===== src/rtl/ssq_pkg.sv =====
package ssq_pkg;
   typedef enum logic [1:0] {
      SQ_IDLE  = 2'd0,
      SQ_DELAY = 2'd1,
      SQ_RAMP  = 2'd2,
      SQ_DONE  = 2'd3
   } sq_state_t;

   // Full ramp length in milliseconds for a 3-bit code: 5 ms .. 100 ms in eight steps
   function automatic int ramp_ms(input logic [2:0] code);
      return 5 + (95 * int'(code)) / 7;
   endfunction
endpackage


===== src/rtl/ssq_timebase.sv =====
module ssq_timebase #(
   parameter int TICK_CYC = 2
) (
   input  logic clk,
   input  logic rst_n,
   output logic tick
);
   generate
      if (TICK_CYC < 1) begin : g_bad_cyc
         $error("ssq_timebase: TICK_CYC must be at least 1");
      end
      if (TICK_CYC == 1) begin : g_every
         assign tick = 1'b1;
      end else begin : g_div
         localparam int TCW = $clog2(TICK_CYC);
         logic [TCW-1:0] cnt_q;
         assign tick = (cnt_q == TCW'(TICK_CYC - 1));
         always_ff @(posedge clk or negedge rst_n) begin
            if (!rst_n)    cnt_q <= '0;
            else if (tick) cnt_q <= '0;
            else           cnt_q <= cnt_q + 1'b1;
         end
      end
   endgenerate
endmodule


===== src/rtl/ssq_step.sv =====
module ssq_step #(
   parameter int REF_W = 12,
   parameter int NW    = 7
) (
   input  logic [REF_W-1:0] ref_cur,
   input  logic [NW-1:0]    acc_cur,
   input  logic [REF_W-1:0] q_step,
   input  logic [NW-1:0]    r_step,
   input  logic [NW-1:0]    n_len,
   input  logic [REF_W-1:0] tgt,
   output logic [REF_W-1:0] ref_nxt,
   output logic [NW-1:0]    acc_nxt
);
   logic [NW:0]    acc_sum;
   logic           carry;
   logic [REF_W:0] ref_sum;

   always_comb begin
      acc_sum = {1'b0, acc_cur} + {1'b0, r_step};
      carry   = (acc_sum >= {1'b0, n_len});
      acc_nxt = carry ? NW'(acc_sum - {1'b0, n_len}) : acc_sum[NW-1:0];
      ref_sum = {1'b0, ref_cur} + {1'b0, q_step} + {{REF_W{1'b0}}, carry};
      ref_nxt = (ref_sum >= {1'b0, tgt}) ? tgt : ref_sum[REF_W-1:0];
   end
endmodule


===== src/rtl/ssq_pgood.sv =====
module ssq_pgood #(
   parameter int DBW = 6
) (
   input  logic           clk,
   input  logic           rst_n,
   input  logic           clr,
   input  logic           hold_off,
   input  logic           tick,
   input  logic [DBW-1:0] target,
   output logic           pg
);
   logic [DBW-1:0] cnt_q;

   always_ff @(posedge clk or negedge rst_n) begin
      if (!rst_n) begin
         cnt_q <= '0;
         pg    <= 1'b0;
      end else if (clr || hold_off) begin
         cnt_q <= '0;
         pg    <= 1'b0;
      end else if (cnt_q == target) begin
         pg    <= 1'b1;
      end else if (tick) begin
         cnt_q <= cnt_q + 1'b1;
      end
   end

   // power-good never rises while the hold-off condition is present
   p_pg_needs_clean_r10: assert property (@(posedge clk) disable iff (!rst_n)
      (hold_off || clr) |=> !pg);
endmodule


===== src/rtl/softstart_seq.sv =====
module softstart_seq
   import ssq_pkg::*;
#(
   parameter int REF_W        = 12,
   parameter int UV_W         = 7,
   parameter int TICK_CYC     = 2,
   parameter int TICKS_PER_MS = 1,
   parameter int DLY_STEP     = 4,
   parameter int DB_STEP      = 2
) (
   input  logic             clk,
   input  logic             rst_n,
   input  logic [1:0]       on_mode,
   input  logic             core_ok,
   input  logic             pin_on,
   input  logic             sw_on,
   input  logic [1:0]       dly_code,
   input  logic [2:0]       ramp_code,
   input  logic             pre_en,
   input  logic             force_remote,
   input  logic [REF_W-1:0] vnom,
   input  logic [REF_W-1:0] vs_local,
   input  logic [REF_W-1:0] vs_bus,
   input  logic [REF_W-1:0] vs_remote,
   input  logic [REF_W-1:0] sw_thr,
   input  logic [UV_W-1:0]  uv_lim,
   input  logic [3:0]       db_code,
   input  logic             fault_in,
   output logic [REF_W-1:0] ref_o,
   output logic             ramp_active,
   output logic             ss_done,
   output logic             reg_remote,
   output logic             oring_on,
   output logic             uv_flag,
   output logic             pgood
);
   localparam int NMAX = 100 * TICKS_PER_MS;
   localparam int NW   = $clog2(NMAX + 1);
   localparam int DW   = (REF_W > NW) ? REF_W : NW;
   localparam int DCW  = $clog2(3 * DLY_STEP + 1);
   localparam int DBW  = $clog2(15 * DB_STEP + 1);

   generate
      if (UV_W > REF_W) begin : g_bad_uv
         $error("softstart_seq: UV_W must not exceed REF_W");
      end
      if (TICKS_PER_MS < 1 || DLY_STEP < 1 || DB_STEP < 1) begin : g_bad_step
         $error("softstart_seq: tick scaling parameters must be positive");
      end
   endgenerate

   sq_state_t        state_q;
   logic [DCW-1:0]   dcnt_q;
   logic [REF_W-1:0] ref_q, tgt_q, q_q;
   logic [NW-1:0]    acc_q, r_q, n_q;
   logic             remote_q, oring_q, uv_q;
   logic             tick, en;

   ssq_timebase #(.TICK_CYC(TICK_CYC)) u_tb (
      .clk(clk), .rst_n(rst_n), .tick(tick)
   );

   // Enable source select
   always_comb begin
      unique case (on_mode)
         2'b00:   en = core_ok;
         2'b01:   en = pin_on;
         2'b10:   en = sw_on;
         default: en = pin_on & sw_on;
      endcase
   end

   // Ramp start decisions
   logic             start_remote;
   logic [REF_W-1:0] sensed, start_val;
   logic [NW-1:0]    n_full;
   logic [DW-1:0]    div_q, div_r;

   always_comb begin
      start_remote = force_remote || (vs_local >= vs_bus);
      sensed       = start_remote ? vs_remote : vs_local;
      start_val    = pre_en ? ((sensed > vnom) ? vnom : sensed) : '0;
      n_full       = NW'(ramp_ms(ramp_code) * TICKS_PER_MS);
      div_q        = DW'(vnom) / DW'(n_full);
      div_r        = DW'(vnom) % DW'(n_full);
   end

   logic [REF_W-1:0] ref_step;
   logic [NW-1:0]    acc_step;

   ssq_step #(.REF_W(REF_W), .NW(NW)) u_step (
      .ref_cur(ref_q), .acc_cur(acc_q), .q_step(q_q), .r_step(r_q),
      .n_len(n_q), .tgt(tgt_q), .ref_nxt(ref_step), .acc_nxt(acc_step)
   );

   logic uv_above, handover;
   assign uv_above = (vs_local[REF_W-1 -: UV_W] > uv_lim);
   assign handover = ((state_q == SQ_RAMP) || (state_q == SQ_DONE)) &&
                     !remote_q && (vs_local >= sw_thr);

   always_ff @(posedge clk or negedge rst_n) begin
      if (!rst_n) begin
         state_q  <= SQ_IDLE;
         dcnt_q   <= '0;
         ref_q    <= '0;
         acc_q    <= '0;
         tgt_q    <= '0;
         q_q      <= '0;
         r_q      <= '0;
         n_q      <= NW'(5);
         remote_q <= 1'b0;
         oring_q  <= 1'b0;
         uv_q     <= 1'b1;
      end else if (!en) begin
         state_q  <= SQ_IDLE;
         dcnt_q   <= '0;
         ref_q    <= '0;
         acc_q    <= '0;
         remote_q <= 1'b0;
         oring_q  <= 1'b0;
         uv_q     <= 1'b1;
      end else begin
         if (state_q != SQ_IDLE && uv_above) uv_q <= 1'b0;
         if (handover) begin
            remote_q <= 1'b1;
            oring_q  <= 1'b1;
         end
         unique case (state_q)
            SQ_IDLE: begin
               state_q <= SQ_DELAY;
               dcnt_q  <= DCW'(dly_code) * DCW'(DLY_STEP);
            end
            SQ_DELAY: begin
               if (dcnt_q == '0) begin
                  state_q  <= SQ_RAMP;
                  ref_q    <= start_val;
                  acc_q    <= '0;
                  tgt_q    <= vnom;
                  n_q      <= n_full;
                  q_q      <= div_q[REF_W-1:0];
                  r_q      <= div_r[NW-1:0];
                  remote_q <= start_remote;
                  oring_q  <= start_remote & ~force_remote;
               end else if (tick) begin
                  dcnt_q <= dcnt_q - 1'b1;
               end
            end
            SQ_RAMP: begin
               if (ref_q >= tgt_q) begin
                  state_q <= SQ_DONE;
               end else if (tick) begin
                  ref_q <= ref_step;
                  acc_q <= acc_step;
               end
            end
            default: ;
         endcase
      end
   end

   ssq_pgood #(.DBW(DBW)) u_pg (
      .clk(clk), .rst_n(rst_n),
      .clr(!en || (state_q != SQ_DONE)),
      .hold_off(fault_in || uv_q),
      .tick(tick),
      .target(DBW'(db_code) * DBW'(DB_STEP)),
      .pg(pgood)
   );

   assign ref_o       = ref_q;
   assign ramp_active = (state_q == SQ_RAMP);
   assign ss_done     = (state_q == SQ_DONE);
   assign reg_remote  = remote_q;
   assign oring_on    = oring_q;
   assign uv_flag     = uv_q;

   // reference never passes the captured target
   p_ref_capped_r4: assert property (@(posedge clk) disable iff (!rst_n)
      (state_q == SQ_RAMP || state_q == SQ_DONE) |-> (ref_q <= tgt_q));

   // during the ramp each update is non-decreasing and at most q+1
   p_step_bounded_r4: assert property (@(posedge clk) disable iff (!rst_n)
      (state_q == SQ_RAMP && $past(state_q) == SQ_RAMP) |->
      ((ref_q >= $past(ref_q)) &&
       ({1'b0, ref_q} - {1'b0, $past(ref_q)} <= {1'b0, q_q} + 1'b1)));

   // disable returns everything to idle on the next edge
   p_disable_idle_r11: assert property (@(posedge clk) disable iff (!rst_n)
      !en |=> (state_q == SQ_IDLE && ref_q == '0 && !pgood && uv_q && !remote_q));

   // remote regulation holds while enabled
   p_remote_sticky_r7: assert property (@(posedge clk) disable iff (!rst_n)
      (remote_q && en) |=> remote_q);

   // forced remote at ramp start leaves the switch open
   p_force_remote_r8: assert property (@(posedge clk) disable iff (!rst_n)
      (state_q == SQ_RAMP && $past(state_q) == SQ_DELAY && $past(force_remote))
      |-> (remote_q && !oring_q));

   // undervoltage flag stays clear once cleared while enabled
   p_uv_sticky_r9: assert property (@(posedge clk) disable iff (!rst_n)
      (!uv_q && en) |=> !uv_q);

   // power-good only in the done state
   p_pg_in_done_r10: assert property (@(posedge clk) disable iff (!rst_n)
      pgood |-> (state_q == SQ_DONE));
endmodule


===== config.mk =====
export PLATFORM = sky130hd
export DESIGN_NAME = softstart_seq
export DESIGN_NICKNAME = d
export VERILOG_FILES = /design/src/rtl/ssq_pkg.sv /design/src/rtl/ssq_timebase.sv /design/src/rtl/ssq_step.sv /design/src/rtl/ssq_pgood.sv /design/src/rtl/softstart_seq.sv
export SDC_FILE = /design/constraint.sdc
export NUM_CORES = 1
export LEC_CHECK = 0
export ABC_AREA = 0
export BUFFER_PORTS_ARGS = -buffer_cell sky130_fd_sc_hd__buf_2
export CORE_MARGIN = 2
export CORE_UTILIZATION = 62
export DETAILED_ROUTE_END_ITERATION = 10
export PLACE_DENSITY = 0.94
export SYNTH_ARGS = -nofsm -noshare
export SYNTH_HDL_FRONTEND = slang
export SYNTH_SLANG_ARGS = --single-unit

===== constraint.sdc =====
create_clock -name clk -period 10.1 [get_ports clk]
set_input_delay 2.02 -clock clk [delete_from_list [all_inputs] [get_ports clk]]
set_output_delay 2.02 -clock clk [all_outputs]
set_load 0.02 [all_outputs]

==> results of run 1 <==
==> metal layers <==
| metal | GRT overflow | global-route usage [%] |
|---|---|---|
| met3 | 9 | 71.10 |
| met2 | 276 | 102.2 |
| met1 | 9 | 81.88 |
| met5 | 1 | 35.00 |
| met4 | 126 | 89.24 |
==> stage by stage <==
step,worst slack (ns),hold WS (ns),std cells
3_3_place_gp,-14.10,0.4626,1882
3_5_place_dp,-16.18,0.4904,1882
2_1_floorplan,-14.57,0.4498,1308
4_1_cts,-14.81,0.5025,2037
==> kinds of logic after synthesis <==
group / synth area share [%]
buffers and inverters: 5.112
and+or+nand+nor: 19.59
xor gates and xnor gates: 4.120
muxes: 8.204
adders and majority gates: 22.41
AOI/OAI and AO/OA: 23.68
DFF: 16.88
==> timing repair <==
action                     4_1_cts
pin swaps                       91
gates resized for setup        127
hold endpoints to repair         0
setup endpoints to repair       17
setup buffers                  138
cloned                           1
==> flow_metrics.env, run 1 <==
export IMPL_dpl_instance_area_um2=13960
export IMPL_routabilityCongestion=0.9943
export IMPL_netlist_area_leader_share_pct=20.66
export IMPL_grt_pass1_vias=19094
export IMPL_io_buffers=103
export IMPL_synthesis_nets=1582
export IMPL_postSynthAreaPerCell_um2=8.290
export IMPL_start_util_pct=63.13
export IMPL_row_count=48
export IMPL_cts_root_buffer="clkbuf_16"
export IMPL_yosysTopAreaCell="ha_1"
export IMPL_outcome="did not finish"
export IMPL_synth_ff_type="dfrtp_1"
export IMPL_ys_warn_count=0
export IMPL_hpwl_um=31770
export IMPL_ys_seq_area_share_pct=16.88
export IMPL_cts_made_buffers=9
export IMPL_synth_most_common_cell="ha_1"
export IMPL_grt_pass1_wl_um=122300
export IMPL_stop_stage="global routing"
export IMPL_die_w_um=136.2
export IMPL_clkSinkCount=73
export IMPL_grt_overflow_total=421
export IMPL_synth_seq_cells=73
export IMPL_grt_max_degree=74
export IMPL_synth_area_leaders="ha_1 (21%), dfrtp_1 (16%), o21ai_0 (4.0%)"
export IMPL_htree_levels=3
export IMPL_die_h_um=136.2
export IMPL_synth_top_cells_by_count="ha_1 (179), nand2_1 (100), inv_1 (98), o21ai_0 (86), nor2_1 (84)"
export IMPL_grt_util_all_layers_pct=85.02
export IMPL_syn_inst=1308
export IMPL_ys_types=100
export IMPL_pin_count=104
export IMPL_holdBufCountCts=0
export IMPL_synthesis_area_um2=10840
export IMPL_error="[ERROR GRT-0116] Global routing finished with congestion. Check the congestion regions in the DRC Viewer."
export IMPL_async_flop_share_pct=100.0
export IMPL_clockBufferDepth=2
export IMPL_synth_edf_count=0
==> run 2, diff against run 1 <==
--- a/config.mk
+++ b/config.mk
@@ -8,9 +8,9 @@
 export ABC_AREA = 0
 export BUFFER_PORTS_ARGS = -buffer_cell sky130_fd_sc_hd__buf_2
 export CORE_MARGIN = 2
-export CORE_UTILIZATION = 62
+export CORE_UTILIZATION = 40
 export DETAILED_ROUTE_END_ITERATION = 10
-export PLACE_DENSITY = 0.94
+export PLACE_DENSITY_LB_ADDON = 0.15
 export SYNTH_ARGS = -nofsm -noshare
 export SYNTH_HDL_FRONTEND = slang
 export SYNTH_SLANG_ARGS = --single-unit
==> flow_metrics.env, run 2 <==
export IMPL_reg2reg_setup_slack_ns=2.90
export IMPL_crit_path_end_kind="flop"
export IMPL_syn_to_final_growth_pct=54.63
export IMPL_synthesis_nets=1582
export IMPL_min_period_over_period_pct=243.3
export IMPL_setup_viol=17
export IMPL_grt_pass1_wl_um=58940
export IMPL_setup_ws_ns=-14.47
export IMPL_synthesis_area_um2=10840
export IMPL_hp_class="reg -> reg"
export IMPL_grt_max_degree=74
export IMPL_drtAntennaViolNets=0
export IMPL_crit_path_max_fanout=5
export IMPL_route_vias_total=11984
export IMPL_core_area_um2=26800
export IMPL_met3_length_um=1259
export IMPL_ys_types=100
export IMPL_final_max_slew_viol_count=0
export IMPL_violations="setup timing"
export IMPL_cts_root_buffer="clkbuf_16"
export IMPL_cts_made_buffers=9
export IMPL_clock_latency_ns=0.33
export IMPL_antenna_found_initial=0
export IMPL_clkSinkCount=73
export IMPL_synth_most_common_cell="ha_1"
export IMPL_reg2reg_depth=33
export IMPL_synth_edf_count=0
export IMPL_cpMostUsedCell="buf_4"
export IMPL_htree_levels=3
export IMPL_hold_start="n_q[3]"
export IMPL_hpwl_um=25890
export IMPL_synth_seq_cells=73
export IMPL_min_period_ns=24.57
export IMPL_critical_path_class="in -> reg"
export IMPL_synth_ff_type="dfrtp_1"
export IMPL_r2r_end="ref_o[2]"
export IMPL_die_h_um=168.6
export IMPL_wl_met1_um=16210
export IMPL_avgViaCountPerCell=5.369
export IMPL_final_util_pct=62.56
export IMPL_grt_pass1_vias=12081
export IMPL_synth_top_cells_by_count="ha_1 (179), nand2_1 (100), inv_1 (98), o21ai_0 (86), nor2_1 (84)"
export IMPL_top_layer="met4"
export IMPL_floorplan_die_area_um2=28440
export IMPL_hold_depth=2
export IMPL_async_flop_share_pct=100.0
export IMPL_tightestPinTransition_ns=0.9437
export IMPL_drc=0
export IMPL_clockBufferDepth=2
export IMPL_cts_tree="yes"
export IMPL_r2r_start="acc_q[0]"
export IMPL_slowest_delay_ns=0.62
export IMPL_wl_met2_um=18730
export IMPL_grt_overflow_total=0
export IMPL_start_util_pct=40.46
export IMPL_pin_count=104
export IMPL_relSlewSlack_pct=37.09
export IMPL_routabilityCongestion=0.8517
export IMPL_row_count=60
export IMPL_outcome="finished with violations"
export IMPL_ys_warn_count=0
export IMPL_slowest_stage="fa_2"
export IMPL_clk_pin_slew_ns=0.06
export IMPL_final_common_cell="buf_4"
export IMPL_io_buffers=103
export IMPL_drive_above_1_share_pct=44.69
export IMPL_fmax_ghz=0.04070
export IMPL_synth_area_leaders="ha_1 (21%), dfrtp_1 (16%), o21ai_0 (4.0%)"
export IMPL_ys_seq_area_share_pct=16.88
export IMPL_postSynthAreaPerCell_um2=8.290
export IMPL_routed_wirelength_um=37120
export IMPL_cp_required_ns=10.30
export IMPL_skew_ns=0.007307
export IMPL_fill_cells=2271
export IMPL_drtIter0Drc=475
export IMPL_antenna_cells=0
export IMPL_syn_inst=1308
export IMPL_die_w_um=168.6
export IMPL_max_cap_viol_count=0
export IMPL_first_pass_iters=5
export IMPL_start_kind="input pin"
export IMPL_wire_per_inst_um=16.63
export IMPL_hold_viol_final=0
export IMPL_fin_nets=2160
export IMPL_grt_util_all_layers_pct=25.18
export IMPL_netlist_area_leader_share_pct=20.66
export IMPL_rsz0062_at_grt="true"
export IMPL_yosysTopAreaCell="ha_1"
export IMPL_mostFrequentLayoutCells="buf_4 (483), ha_1 (165), buf_2 (100)"
export IMPL_arrival_ns=24.77
export IMPL_min_to="n_q[3]"
-- run 2: cell counts after synthesis --
Identical to the previous run, type by type.
-- run 2: logic make-up (layout without fill, tap and decap cells) --
family | after synthesis | count (layout) | share of synthesized area [%]
muxes | 79 | 79 | 8.204
adders and majority gates | 189 | 189 | 22.41
DFF | 73 | 73 | 16.88
xor gates and xnor gates | 51 | 51 | 4.120
and+or+nand+nor | 410 | 410 | 19.59
AOI/OAI and AO/OA | 367 | 368 | 23.68
buffers and inverters | 139 | 721 | 5.112
-- run 2: layout make-up --
class                      count  area (um^2)  area share, %
clock buffer                  10        239.0          1.425
clock inverter                 6        43.79         0.2612
inverter                      99        377.9          2.254
multi-input combinational   1097         9450          56.37
sequential                    73         1831          10.92
tap                          341        426.7          2.545
timing repair buffer         606         4398          26.23
-- run 2: worst max-delay path by stage --
stage / start / to
finish: ramp_code[2] / r_q[5]
global route: ramp_code[1] / r_q[5]
CTS: ramp_code[0] / r_q[2]
detailed placement: ramp_code[2] / r_q[2]
global placement: ramp_code[2] / r_q[2]
floorplan: ramp_code[2] / r_q[2]
-- run 2: critical path, delay by kind of cell --
| family | cells | cell delay (ns) |
|---|---|---|
| adders and majority gates | 14 | 4.21 |
| muxes | 7 | 1.35 |
| and+or+nand+nor | 37 | 4.34 |
| buffers and inverters | 32 | 3.53 |
| AOI/OAI and AO/OA | 57 | 9.34 |
-- run 2: timing repair --
item,4_1_cts,5_1_grt
resized for setup,69,83
pin swaps,85,73
cloned,1,0
setup buffers,170,49
hold buffers,0,0
setup endpoints to repair,16,17
-- run 2: through the flow --
stage | hold WS (ns) | std cells | setup slack [ns] | area [um^2] | TNS [ns]
after global placement | 0.4624 | 2002 | -14.54 | 14140 | -169.44
after floorplan | 0.4498 | 1308 | -14.57 | 11220 | -167.49
after global routing | 0.5083 | 2232 | -15.58 | 16770 | -183.08
final | 0.4864 | 2232 | -14.47 | 16770 | -169.06
after detailed placement | 0.4699 | 2002 | -14.96 | 14140 | -174.87
after CTS | 0.4882 | 2187 | -13.75 | 16040 | -158.35
-- run 2: metal layers --
| layer | up-vias | track usage, % |
|---|---|---|
| met5 | - | 0 |
| met4 | 0 | 7.909 |
| met3 | 71 | 1.964 |
| met2 | 266 | 45.73 |
| met1 | 5714 | 31.71 |
| li1 | 5933 | - |
Power of run 2 is not shown: default switching activity piles up to over one toggle a cycle in this logic, so the estimate is an artifact.
